### config.mk
export PLATFORM = sky130hd
export DESIGN_NAME = loopgen_top
export DESIGN_NICKNAME = d
export VERILOG_FILES = /design/src/rtl/loopgen_pkg.sv /design/src/rtl/loopgen_store.sv /design/src/rtl/loopgen_nest.sv /design/src/rtl/loopgen_top.sv
export SDC_FILE = /design/constraint.sdc
export NUM_CORES = 1
export LEC_CHECK = 0
export BUFFER_PORTS_ARGS = -buffer_cell sky130_fd_sc_hd__buf_2
export CORE_MARGIN = 2
export CORE_UTILIZATION = 30
export CTS_BUF_LIST = sky130_fd_sc_hd__clkbuf_4 sky130_fd_sc_hd__clkbuf_8 sky130_fd_sc_hd__clkbuf_16
export DETAILED_ROUTE_END_ITERATION = 10
export SLEW_MARGIN = 10
export SYNTH_ARGS = -nofsm -noshare
export SYNTH_HDL_FRONTEND = slang
export SYNTH_SLANG_ARGS = --single-unit
### constraint.sdc
create_clock -name clk -period 12.3 [get_ports clk]
set_input_delay 0 -clock clk [delete_from_list [all_inputs] [get_ports clk]]
set_output_delay 0 -clock clk [all_outputs]
set_load 0.02 [all_outputs]
### src/rtl/loopgen_pkg.sv
package loopgen_pkg;

  // Contribution of one loop level to the address: base + index * stride.
  function automatic logic [31:0] level_term(input logic [31:0] base,
                                             input logic [31:0] stride,
                                             input logic [31:0] index);
    return base + stride * index;
  endfunction

  // Flat store position of a (segment, level) pair.
  function automatic int entry_of(input int seg, input int level, input int levels);
    return seg * levels + level;
  endfunction

endpackage

### src/rtl/loopgen_store.sv
module loopgen_store #(
  parameter int ADDR_W  = 10,
  parameter int CNT_W   = 4,
  parameter int ENTRIES = 4,
  parameter int IDX_W   = 2
) (
  input  logic                      clk,
  input  logic                      rst_n,
  input  logic                      lock,
  input  logic                      wr_en,
  input  logic [IDX_W-1:0]          wr_idx,
  input  logic [ADDR_W-1:0]         wr_base,
  input  logic [ADDR_W-1:0]         wr_stride,
  input  logic [CNT_W-1:0]          wr_count,
  input  logic                      wr_last,
  output logic [ENTRIES*ADDR_W-1:0] base_all,
  output logic [ENTRIES*ADDR_W-1:0] stride_all,
  output logic [ENTRIES*CNT_W-1:0]  count_all,
  output logic [ENTRIES-1:0]        last_all
);

  logic write_ok;
  assign write_ok = wr_en & ~lock;

  for (genvar e = 0; e < ENTRIES; e++) begin : g_ent
    logic hit;
    assign hit = write_ok && (wr_idx == IDX_W'(e));
    always_ff @(posedge clk) begin
      if (!rst_n) begin
        base_all[e*ADDR_W +: ADDR_W]   <= '0;
        stride_all[e*ADDR_W +: ADDR_W] <= '0;
        count_all[e*CNT_W +: CNT_W]    <= '0;
        last_all[e]                    <= 1'b0;
      end else if (hit) begin
        base_all[e*ADDR_W +: ADDR_W]   <= wr_base;
        stride_all[e*ADDR_W +: ADDR_W] <= wr_stride;
        count_all[e*CNT_W +: CNT_W]    <= wr_count;
        last_all[e]                    <= wr_last;
      end
    end
  end

  // the program is frozen while a kernel is running
  assert_locked_store_R10: assert property (@(posedge clk) disable iff (!rst_n)
    (lock && wr_en) |=> ($stable(base_all) && $stable(stride_all) &&
                         $stable(count_all) && $stable(last_all)));

endmodule

### src/rtl/loopgen_nest.sv
module loopgen_nest #(
  parameter int LEVELS = 2,
  parameter int CNT_W  = 4
) (
  input  logic                    clk,
  input  logic                    rst_n,
  input  logic                    clear,
  input  logic                    step,
  input  logic [LEVELS*CNT_W-1:0] limit,
  output logic [LEVELS*CNT_W-1:0] idx,
  output logic                    inner_last,
  output logic                    all_last
);

  // carry[l] is high when every level inside level l sits at its limit
  logic [LEVELS:0] carry;
  assign carry[0] = 1'b1;

  for (genvar l = 0; l < LEVELS; l++) begin : g_lvl
    logic at_end;
    assign at_end     = idx[l*CNT_W +: CNT_W] == limit[l*CNT_W +: CNT_W];
    assign carry[l+1] = carry[l] & at_end;
    always_ff @(posedge clk) begin
      if (!rst_n || clear)
        idx[l*CNT_W +: CNT_W] <= '0;
      else if (step && carry[l])
        idx[l*CNT_W +: CNT_W] <= at_end ? '0 : idx[l*CNT_W +: CNT_W] + 1'b1;
    end
  end

  assign inner_last = carry[1];
  assign all_last   = carry[LEVELS];

  // the step that closes the innermost loop brings level 0 back to zero
  assert_inner_wrap_R7: assert property (@(posedge clk) disable iff (!rst_n)
    (step && inner_last && !clear) |=> (idx[CNT_W-1:0] == '0));

  if (LEVELS > 1) begin : g_chk
    // outer levels stay put until the inner level wraps
    assert_outer_hold_R5: assert property (@(posedge clk) disable iff (!rst_n)
      (!clear && !(step && inner_last)) |=> $stable(idx[LEVELS*CNT_W-1:CNT_W]));
  end

endmodule

### src/rtl/loopgen_top.sv
module loopgen_top #(
  parameter  int ADDR_W  = 10,
  parameter  int CNT_W   = 4,
  parameter  int LEVELS  = 2,
  parameter  int SEGS    = 2,
  localparam int ENTRIES = LEVELS * SEGS,
  localparam int IDX_W   = (ENTRIES > 1) ? $clog2(ENTRIES) : 1,
  localparam int SEG_W   = (SEGS > 1) ? $clog2(SEGS) : 1
) (
  input  logic              clk,
  input  logic              rst_n,
  input  logic              wr_en,
  input  logic [IDX_W-1:0]  wr_idx,
  input  logic [ADDR_W-1:0] wr_base,
  input  logic [ADDR_W-1:0] wr_stride,
  input  logic [CNT_W-1:0]  wr_count,
  input  logic              wr_last,
  input  logic              start,
  input  logic              addr_ready,
  output logic              addr_valid,
  output logic [ADDR_W-1:0] addr,
  output logic              addr_eov,
  output logic              done
);
  import loopgen_pkg::*;

  logic                      running;
  logic                      done_q;
  logic [SEG_W-1:0]          seg;
  logic [ENTRIES*ADDR_W-1:0] base_all;
  logic [ENTRIES*ADDR_W-1:0] stride_all;
  logic [ENTRIES*CNT_W-1:0]  count_all;
  logic [ENTRIES-1:0]        last_all;
  logic [LEVELS*CNT_W-1:0]   lim;
  logic [LEVELS*CNT_W-1:0]   idx;
  logic                      inner_last;
  logic                      all_last;

  // named events
  logic launch;      // idle start accepted
  logic fire;        // address handshake
  logic seg_final;   // current segment is the last one
  logic final_step;  // handshake of the kernel's final address

  assign launch     = !running && start;
  assign fire       = running && addr_ready;
  assign seg_final  = last_all[entry_of(int'(seg), LEVELS-1, LEVELS)] ||
                      (seg == SEG_W'(SEGS-1));
  assign final_step = fire && all_last && seg_final;

  loopgen_store #(
    .ADDR_W(ADDR_W), .CNT_W(CNT_W), .ENTRIES(ENTRIES), .IDX_W(IDX_W)
  ) u_store (
    .clk(clk), .rst_n(rst_n), .lock(running), .wr_en(wr_en), .wr_idx(wr_idx),
    .wr_base(wr_base), .wr_stride(wr_stride), .wr_count(wr_count), .wr_last(wr_last),
    .base_all(base_all), .stride_all(stride_all), .count_all(count_all),
    .last_all(last_all)
  );

  for (genvar l = 0; l < LEVELS; l++) begin : g_lim
    assign lim[l*CNT_W +: CNT_W] =
      count_all[entry_of(int'(seg), l, LEVELS)*CNT_W +: CNT_W];
  end

  loopgen_nest #(.LEVELS(LEVELS), .CNT_W(CNT_W)) u_nest (
    .clk(clk), .rst_n(rst_n), .clear(launch), .step(fire), .limit(lim),
    .idx(idx), .inner_last(inner_last), .all_last(all_last)
  );

  always_comb begin
    addr = '0;
    for (int l = 0; l < LEVELS; l++) begin
      addr = addr + ADDR_W'(level_term(
        32'(base_all[entry_of(int'(seg), l, LEVELS)*ADDR_W +: ADDR_W]),
        32'(stride_all[entry_of(int'(seg), l, LEVELS)*ADDR_W +: ADDR_W]),
        32'(idx[l*CNT_W +: CNT_W])));
    end
  end

  always_ff @(posedge clk) begin
    if (!rst_n) begin
      running <= 1'b0;
      done_q  <= 1'b0;
      seg     <= '0;
    end else begin
      done_q <= final_step;
      if (launch) begin
        running <= 1'b1;
        seg     <= '0;
      end else if (final_step) begin
        running <= 1'b0;
      end else if (fire && all_last) begin
        seg <= seg + 1'b1;
      end
    end
  end

  assign addr_valid = running;
  assign addr_eov   = running && inner_last;
  assign done       = done_q;

  // acknowledge lasts one cycle
  assert_done_pulse_R9: assert property (@(posedge clk) disable iff (!rst_n)
    done |=> !done);
  // no address is offered alongside the acknowledge
  assert_done_idle_R9: assert property (@(posedge clk) disable iff (!rst_n)
    done |-> !addr_valid);
  // a stalled address is held
  assert_hold_R8: assert property (@(posedge clk) disable iff (!rst_n)
    (addr_valid && !addr_ready) |=> (addr_valid && $stable(addr) && $stable(addr_eov)));
  // an idle start opens a kernel at segment 0
  assert_launch_R3: assert property (@(posedge clk) disable iff (!rst_n)
    (!addr_valid && start) |=> (addr_valid && seg == '0));
  // segment index never runs past the store
  assert_seg_range_R6: assert property (@(posedge clk) disable iff (!rst_n)
    int'(seg) < SEGS);

endmodule

== Yosys cells after proc, flatten, opt, wreduce, memory -nomap -nowiden ==
Index checks and enable logic that the tools add are counted.

* Add/sub/neg operators: 7
* Multiply operators: 4
* $lt $le $gt $ge: 1
* Eq/ne operators: 5
* Shift operators: 6
* Multiplexer cells: 7
* Bitwise operators: 5
* Reductions and logical operators: 18

{| class="wikitable"
|+ Operators by type and width
! cell !! count
|-
| $shiftx 40x32->10 || 2
|-
| $shiftx 40x7->10 || 1
|-
| $shiftx 40x8->10 || 1
|-
| $lt 32x4->1 const B || 1
|-
| $shiftx 16x32->4 || 1
|-
| $add 10x10->10 || 3
|-
| $mul 10x4->10 || 2
|-
| $shiftx 16x5->4 || 1
|-
| $logic_and 1x1->1 || 10
|-
| $add 4x1->4 const B || 2
|-
| $eq 4x4->1 || 2
|-
| $mux 4 || 2
|-
| $mul 3x3->6 const B || 1
|-
| $eq 2x2->1 const B || 2
|-
| $mul 1x3->4 const B || 1
|-
| $mux 1 || 4
|-
| $add 2x1->3 const B || 1
|-
| $not 1->1 || 3
|-
| $and 1x1->1 || 2
|-
| $bmux 1 s2 || 1
|-
| $eq 2x1->1 const B || 1
|-
| $logic_not 1->1 || 2
|-
| $logic_not 2->1 || 1
|-
| $logic_or 1x1->1 || 2
|-
| 4 further kinds || 4
|}

* Register bits: 111
* Input bits: 32
* Output and inout bits: 13
* Logic and storage cells: 74

== Depth between registers and ports, before layout ==
Gate-level depths: netlist of run 1.

* Word-level depth: 8
* Mapped depth: 23
* Depth with buffers taken out: 19

== By module ==
A second synthesis of run 1 with hierarchy kept.

* Cell total of the unflattened synthesis: 741
* Area total of the unflattened synthesis: 7184.4 um^2

{| class="wikitable"
|+ Modules (own cells, without submodules)
! module !! instances !! cells each !! area an instance (um^2) !! seq. area each (um^2)
|-
| loopgen_store || 1 || 355 || 3741.1 || 2001.9
|-
| loopgen_top || 1 || 328 || 2950.3 || 60.1
|-
| loopgen_nest || 1 || 58 || 493.0 || 160.2
|}

== Worst setup path before layout of run 1 ==
No wires, ideal clock.

* Path type: register to output
* Start point: reg seg
* End point: out addr[9]
* Arrival: 5.433 ns
* Required time: 12.300 ns
* Slack: 6.867 ns
* Stages on the path, launching flop included: 22
* Path buffers: 4
* Cells stage by stage: dfxtp_1 buf_6 buf_12 buf_8 buf_2 mux2i_1 nand2b_1 fa_1 fa_1 inv_1 fa_1 fa_1 inv_1 fa_1 inv_1 ha_1 nor2b_1 o21ai_0 a21boi_0 o21ai_0 a21oi_1 xnor2_1

* Word-level cells in the longest chain between the ends: 6
* Elaborated cells between the ends (all ways): 12
* Those cells by class: 4 x add/sub; 4 x mul; 4 x shift

{| class="wikitable"
|+ Ends and longest elaborated chain
! element !! RTL line !! RTL
|-
| from (decl) || loopgen_top.sv:29 || <nowiki>logic [SEG_W-1:0] seg;</nowiki>
|-
| from (signal assigned) || loopgen_top.sv:93 || <nowiki>seg <= seg + 1'b1;</nowiki>
|-
| $add 2x1->3 || loopgen_pkg.sv:12 || <nowiki>return seg * levels + level;</nowiki>
|-
| $mul 3x3->6 || loopgen_top.sv:74, loopgen_top.sv:75 ||
|-
| $shiftx 40x8->10 || loopgen_top.sv:75 || <nowiki>32'(stride_all[entry_of(int'(seg), l, LEVELS)*ADDR_W +: ADDR_W]),</nowiki>
|-
| $mul 10x4->10 || loopgen_pkg.sv:7 || <nowiki>return base + stride * index;</nowiki>
|-
| $add 10x10->10 || loopgen_pkg.sv:7 ||
|-
| $add 10x10->10 (*) || loopgen_top.sv:73 || <nowiki>addr = addr + ADDR_W'(level_term(</nowiki>
|-
| to (decl) || loopgen_top.sv:21 || <nowiki>output logic [ADDR_W-1:0] addr,</nowiki>
|}

Mark *: on every way between the ends. The rest lies on a longest branch, timed or not.

== Worst setup path in the final report of run 1 ==
* Start point: reg seg
* End point: out addr[7]

Same word-level chain as after synthesis.

==> results of run 1 <==
## flip-flops by register name, indices dropped and copies added (netlist names)
register,count
addr_valid,1
done,1
seg,1
u_nest.idx,8
u_store.base_all,40
u_store.count_all,16
u_store.last_all,1
u_store.stride_all,40
## stage by stage
step / util [%] / hold slack (ns)
after CTS: 35.2 / 0.0864
after floorplan: - / 0.136
final: 35.2 / 0.0954
after global routing: 35.2 / 0.115
after global placement: 32.6 / 0.251
after detailed placement: 32.6 / 0.255
## cells in the mapped netlist, drive strengths merged, types with 2 or more instances
cell type / instances
dfxtp: 108
or2: 2
and2: 13
fa: 54
inv: 65
ha: 22
nor3b: 3
nand2: 234
xnor2: 24
a21o: 2
nor2: 14
buf: 8
clkbuf: 37
nor3: 3
a21oi: 107
o21ai: 7
mux2i: 29
xor2: 8
nand4: 2
mux2: 18
nand2b: 6
nand3: 4
nor2b: 24
## power breakdown
group | switching (mW) | internal [mW]
clock | 0.139 | 0.145
combinational | 0.0496 | 0.0322
sequential | 0.00572 | 0.359
total | 0.194 | 0.536
## final cells by class
type / count / area (um^2)
Clock buffer: 10 / 239
Clock inverter: 6 / 46.3
Fill cell: 2281 / 14200
Inverter: 65 / 244
Multi-Input combinational cell: 587 / 4150
Sequential cell: 108 / 2160
Tap cell: 280 / 350
Timing Repair Buffer: 77 / 538
## cells by family (layout without fill, tap and decap cells)
group | count (synthesis) | count (layout)
flops | 108 | 108
compound gates | 120 | 120
buf+inv | 110 | 158
xor+xnor | 33 | 33
simple gates | 311 | 311
fa+ha+maj | 76 | 76
mux | 47 | 47
## routing by layer
| layer | global-route usage, % | share of wire (%) | up-vias |
|---|---|---|---|
| met2 | 23.1 | 46 | 85 |
| li1 | - | - | 2618 |
| met3 | 1.86 | 3.3 | 15 |
| met1 | 19.9 | 49 | 2471 |
| met4 | 4.67 | 1.4 | 0 |
| met5 | 0 | 0 | - |
## how the worst min path moves through the flow
| stage | from | to | cells past startpoint |
|---|---|---|---|
| 2_1_floorplan | wr_base[0] | u_store.base_all[20] | 2 |
| 3_3_place_gp | wr_last | u_store.last_all[1] | 3 |
| 3_5_place_dp | start | addr_valid | 2 |
| 4_1_cts | wr_idx[1] | u_store.count_all[4] | 4 |
| 5_1_grt | wr_idx[1] | u_store.count_all[7] | 4 |
| 6_report | wr_idx[1] | u_store.stride_all[16] | 4 |
## critical path, stage by stage, from the launching register on
cell and delay, ns:
sky130_fd_sc_hd__dfxtp_2 0.32, sky130_fd_sc_hd__buf_4 0.60, sky130_fd_sc_hd__mux2i_1 0.42, sky130_fd_sc_hd__nand2b_1 0.17
sky130_fd_sc_hd__fa_1 0.44, sky130_fd_sc_hd__fa_1 0.54, sky130_fd_sc_hd__inv_1 0.05, sky130_fd_sc_hd__fa_1 0.50
sky130_fd_sc_hd__fa_1 0.54, sky130_fd_sc_hd__inv_1 0.05, sky130_fd_sc_hd__fa_1 0.53, sky130_fd_sc_hd__inv_1 0.04
sky130_fd_sc_hd__ha_1 0.32, sky130_fd_sc_hd__nor2b_1 0.14, sky130_fd_sc_hd__o21ai_0 0.21, sky130_fd_sc_hd__a21boi_0 0.15
sky130_fd_sc_hd__o21ai_0 0.25, sky130_fd_sc_hd__nor2b_1 0.19, sky130_fd_sc_hd__xnor2_1 0.14, sky130_fd_sc_hd__buf_2 0.19
==> metrics.md, run 1 <==
| Metric | Value |
|---|---|
| Total power consumption of the routed design | between 700 and 800 uW |
| Number of distinct library cell variants in the gate-level netlist after synthesis | 45 |
| Number of global-route vias before repair | between 5,000 and 6,000 |
| RePlAce Congestion | 0.819 |
| Setup clock skew after layout | 0.00909 ns |
| Total Die Area | 23,700 um^2 |
| Cell count after placement | ~1,100 |
| Shortest clock period the worst path allows after layout | 6.22 ns |
| Combined global-route utilization of all metal layers | 14.3% |
| Top-level port count | 45 |
| Worst Path Arrival | slightly above 6 ns |
| Number of hold-slack violations in the final timing report | 0 |
| Max Cap Viol | 0 |
| Number of buffers added on ports | 44 |
| Antenna violations before repair | 0 |
| Outcome | finished, final reports clean |
| Final HPWL DP | 11.7 mm |
| Area of all placed cells without fillers | 7730 um^2 |
| Pwr Density | ~94 nW/um^2 |
| Number of clock buffers inserted by TritonCTS | 9 |
| Syn_area_per_cell | 8.39 um^2 |
| Width of the die | between 150 and 200 um |
| Nature of the critical path endpoint | output pin |
| Final cycle utilization of the critical path | approximately half |
| Leading cell types in the layout, fill and taps excluded | 234 x sky130_fd_sc_hd__nand2_1, 107 x sky130_fd_sc_hd__a21oi_1, 107 x sky130_fd_sc_hd__dfxtp_1 |
| Critical setup path kind | flip-flop to output pin |
| Share of the synthesized area in compound gates (AO/OA/AOI/OAI) | under 10% |
| Post-synth top area share | 32.0% |
| End point of the critical path | addr[7] |
| Post-synth EDFFs | 0 |
| Largest fanout on the critical path | 50 |
| Endpoints failing setup | 0 |
| Reg clk slew, reported paths | 0.08 ns |
| Initial cell density of the core | a little under a third |
| Endpoint of the most critical register-to-register path | addr_valid |
| Critical Path Start Type | flip-flop |
| Synth Area in XOR/XNOR | 4.48% |
| Clock tree from TritonCTS | yes |
| Area of the placeable core | between 20,000 and 25,000 um^2 |
| Post-layout instance count excluding filler cells | between 1,000 and 1,500 |
| Number of buffers inserted by hold repair at cts | 28 |
| Antenna cell count | 0 |
| Min setup slack post-route | 6.08 ns |
| Share of synthesized flip-flops with an asynchronous set or reset | 0% |
| Dpl ws | 6.44 ns |
| Headroom to the max-slew limit | 26.0% |
| Achievable clock frequency | 0.161 GHz |
| Number of H-tree branching levels | 3 |
| CP Launch Point | seg |
| Wire length of the first global-routing pass | 27.1 mm |
| Maximum root-to-sink buffer count | 2 |
| Sequential cell area fraction in the yosys report | 32.0% |
| Slew at the pin closest to its max-slew limit | 1.11 ns |
| DRC errors left | 0 |
| Die height | 154 um |
| Number of cells on the worst reg-to-reg path | 8 |
| Share of synthesized cell area in and, or, nand and nor gates | 20.1% |
| Clk_lat worst skew | 0.35 ns |
| Net Count, Synth | around 910 |
| Cell leakage power | between 3 and 4 nW |
| Unrepaired setup endpoints after global routing | no |
| Area growth from synthesis to layout | 14.4% |
| Setup slack of the worst register-to-register path | 9.23 ns |
| Predominant post-synthesis flop cell | sky130_fd_sc_hd__dfxtp_1 |
| Most frequent standard cell in the layout excluding fill and tap cells | sky130_fd_sc_hd__nand2_1 |
| Total count of max-transition violations in the final report | 0 |
| GRT overflow | 0 |
| Register bit count reported by yosys | 108 |
| Initial detailed-routing violation count | 252 |
| Yosys Warn Count | 0 |
| Final layout net count | 956 |
| Gates resized, CTS repair | 0 |
| Largest family of logic cells by synthesized area | simple AND/OR/NAND/NOR gates |
| Max rail drop VDD | 0.0513 mV |
| Pre-antenna DRT Iters | 5 |
| Main area contributors after synthesis | sky130_fd_sc_hd__dfxtp_1 32%, sky130_fd_sc_hd__fa_1 16%, sky130_fd_sc_hd__nand2_1 13%, sky130_fd_sc_hd__a21oi_1 7.9%, sky130_fd_sc_hd__mux2i_1 4.3% |
| Fraction of layout cells with a size suffix above 1 | 11.0% |
| Residual antenna-violating net count after detailed routing | 0 |
| Cell type with the highest aggregate area in the netlist | sky130_fd_sc_hd__dfxtp_1 |
| Total placed instance area | 7160 um^2 |
| Startpoint of the most critical register-to-register path | seg |
| Count of mapped cells out of synthesis | 805 |
| Pin count of the biggest net entering global routing | 100 |
| CTS sink cnt | 108 |
| Mux cell area share after synthesis | 7.41% |
| Average wire per cell in the routed design | 14.6 um |
| Post-synthesis cell area | 6750 um^2 |
| Synthesized-area fraction occupied by adder cells | between 20 and 25% |
| Buffer cell driving the clock tree root | sky130_fd_sc_hd__clkbuf_16 |
| Worst hold-check path type | input pin to flip-flop |
| Via count normalized by instance count | 4.58 |
| Num rows | 54 |
| Total wire length after detailed routing | 16.5 mm |
| WP data required | ~12 ns |
| Final sum of negative setup slack | 0 ns |
| Post-CTS setup buffer count | 0 |
| Total number of vias | 5,189 |
No activity file was read; power rests on OpenSTA's default activity.
==> inputs of run 2 (changes only) <==
==> constraint.sdc (replaced) <==
create_clock -name clk -period 5.8 [get_ports clk]
set_input_delay 0 -clock clk [delete_from_list [all_inputs] [get_ports clk]]
set_output_delay 0 -clock clk [all_outputs]
set_load 0.02 [all_outputs]
==> metrics.md, run 2 (synthesized netlist as in run 1, its figures left out) <==
| Metric | Value |
|---|---|
| Final cycle utilization of the critical path | between 90% and 100% |
| CP Launch Point | seg |
| Dpl ws | 0.353 ns (-6.09 ns) |
| Registers with the most flip-flops | u_store.base_all (40), u_store.stride_all (40), u_store.count_all (16) |
| Number of H-tree branching levels | 3 (unchanged) |
| Area of the placeable core | 22,000 um^2 (unchanged) |
| Residual antenna-violating net count after detailed routing | 0 (unchanged) |
| Pre-antenna DRT Iters | 5 (unchanged) |
| Endpoints failing setup | 0 (unchanged) |
| Fraction of layout cells with a size suffix above 1 | 13.0% (+2.0 points) |
| Top-level port count | 45 (unchanged) |
| Num rows | 54 (unchanged) |
| Final layout net count | 970 (+1.5%) |
| Setup slack of the worst register-to-register path | 3.00 ns (-6.23 ns) |
| Routed met1 length | 8.29 mm (+2.7%) |
| GRT overflow | 0 (unchanged) |
| Cell leakage power | 3.11 nW (+2.6%) |
| Width of the die | 154 um (unchanged) |
| Critical setup path kind | flip-flop to output pin |
| Combined global-route utilization of all metal layers | 14.3% (about the same) |
| Die height | 154 um (unchanged) |
| Slew at the pin closest to its max-slew limit | 1.11 ns (+0.00192 ns) |
| Number of buffers added on ports | 44 (unchanged) |
| Maximum root-to-sink buffer count | 2 (unchanged) |
| Startpoint of the worst hold path | wr_idx[0] |
| Worst Path Arrival | 5.57 ns (-0.65 ns) |
| Met2 wire len | 7.81 mm (+2.1%) |
| Number of global-route vias before repair | 5,102 (-1.2%) |
| Worst hold-check path type | input pin to flip-flop |
| Buffer cell driving the clock tree root | sky130_fd_sc_hd__clkbuf_16 |
| Most frequent standard cell in the layout excluding fill and tap cells | sky130_fd_sc_hd__nand2_1 |
| Shortest clock period the worst path allows after layout | 5.57 ns |
| Pwr Density | 196 nW/um^2 (+110%) |
| Total count of max-transition violations in the final report | 0 (unchanged) |
| Number of filler cells placed in the layout | 2,299 (+0.79%) |
| Number of hold-slack violations in the final timing report | 0 (unchanged) |
| Number of clock buffers inserted by TritonCTS | 9 (unchanged) |
| Initial detailed-routing violation count | 382 (+52%) |
| Total Die Area | 23,700 um^2 (unchanged) |
| Largest fanout on the critical path | 8 (-84%) |
| Outcome | finished, final reports clean |
| Setup clock skew after layout | 0.00717 ns (-0.00191 ns) |
| CTS sink cnt | 108 (unchanged) |
| Final HPWL DP | 12.3 mm (+5.1%) |
| Average wire per cell in the routed design | 14.6 um (+0.26%) |
| Area growth from synthesis to layout | 16.6% |
| Total wire length after detailed routing | 16.8 mm (+1.5%) |
| Nature of the critical path endpoint | output pin |
| Clock tree from TritonCTS | yes |
| Wire length of the first global-routing pass | 27.1 mm (+0.20%) |
| Max Cap Viol | 0 (unchanged) |
| Topmost layer with routed signal wires | met4 |
| Max rail drop VDD | 0.122 mV (+140%) |
| Critical Path Start Type | flip-flop |
| Post-layout instance count excluding filler cells | 1,147 (+1.2%) |
| Final sum of negative setup slack | 0 ns (unchanged) |
| Met3 wire len | 448 um (-18%) |
| Min setup slack post-route | 0.226 ns (-5.86 ns) |
| Startpoint of the most critical register-to-register path | seg |
| Achievable clock frequency | 0.179 GHz |
| Total number of vias | 5,207 (+0.35%) |
| Pin count of the biggest net entering global routing | 100 (unchanged) |
| Total power consumption of the routed design | 1.54 mW (+110%) |
| Leading cell types in the layout, fill and taps excluded | 234 x sky130_fd_sc_hd__nand2_1, 107 x sky130_fd_sc_hd__dfxtp_1, 106 x sky130_fd_sc_hd__a21oi_1 |
| Headroom to the max-slew limit | 25.9% (-0.13 points) |
| RePlAce Congestion | 0.816 (-0.44%) |
| Via count normalized by instance count | 4.54 (-0.88%) |
| WP data required | 5.80 ns (-6.50 ns) |
| Reg clk slew, reported paths | 0.07 ns (about the same) |
| Clk_lat worst skew | 0.35 ns (about the same) |
| Initial cell density of the core | 30.8% (unchanged) |
| DRC errors left | 0 (unchanged) |
| Antenna violations before repair | 0 (unchanged) |
| Cell count after placement | 1,101 (+1.1%) |
| Antenna cell count | 0 (unchanged) |
run 2: cell types whose count changed in the layout (fill, tap and decap cells not counted), sizes merged:
cell,before,now
buf,49,62
clkinv,2,3
clkinvlp,2,1
inv,67,68
run 2: cell type report:
type | count | area (um^2) | area share [%]
inverters | 65 | 244 | 3.10
clock buffers | 9 | 225 | 2.86
repair buffers | 91 | 656 | 8.33
well taps | 280 | 350 | 4.45
multi-input cells | 587 | 4170 | 53.0
flip-flops and latches | 108 | 2170 | 27.5
clock inverters | 7 | 58.8 | 0.747
run 2: stage by stage:
stage	area, um^2	utilization [%]	hold WS [ns]
final	7870	35.9	0.0635
after global placement	7260	33.1	0.243
after detailed placement	7260	33.1	0.249
after CTS	7830	35.7	0.0526
after global routing	7870	35.9	0.0878
after floorplan	6750	-	0.136
run 2: power by group:
group	internal, mW	total (mW)	switching [mW]
clock network	0.298	0.589	0.290
registers	0.761	0.774	0.0135
logic	0.0721	0.178	0.106
total	1.13	1.54	0.410
run 2: path summary, 6_finish.rpt:
check	to	cells past startpoint
max reg2reg	addr_valid	8
min	u_store.count_all[2]	4
min reg2reg	u_store.stride_all[28]	2
max	addr[7]	19
run 2: routing by layer:
metal,up-vias,GRT usage [%]
met5,-,0
met1,2471,20.8
li1,2652,-
met4,0,3.60
met2,74,22.8
met3,10,1.38
run 2: worst max-delay path, cell delays in order (launching register included):
cell,delay [ns]
sky130_fd_sc_hd__dfxtp_4,0.46
sky130_fd_sc_hd__clkbuf_4,0.23
sky130_fd_sc_hd__mux2_2,0.39
sky130_fd_sc_hd__nand2_1,0.10
sky130_fd_sc_hd__fa_1,0.42
sky130_fd_sc_hd__inv_1,0.10
sky130_fd_sc_hd__fa_1,0.44
sky130_fd_sc_hd__fa_1,0.47
sky130_fd_sc_hd__fa_1,0.54
sky130_fd_sc_hd__inv_1,0.05
sky130_fd_sc_hd__fa_1,0.52
sky130_fd_sc_hd__inv_1,0.04
sky130_fd_sc_hd__ha_1,0.31
sky130_fd_sc_hd__nor2b_1,0.14
sky130_fd_sc_hd__o21ai_1,0.16
sky130_fd_sc_hd__a21boi_1,0.11
sky130_fd_sc_hd__o21ai_1,0.22
sky130_fd_sc_hd__nor2b_1,0.20
sky130_fd_sc_hd__xnor2_1,0.12
sky130_fd_sc_hd__buf_2,0.19
run 2: what timing repair did:
item | 4_1_cts | 5_1_grt
resized for setup | 0 | 11
hold buffers | 28 | 0
setup buffers | 0 | 2
endpoints found under the hold margin | 99 | 0
setup endpoints to repair | 0 | 3
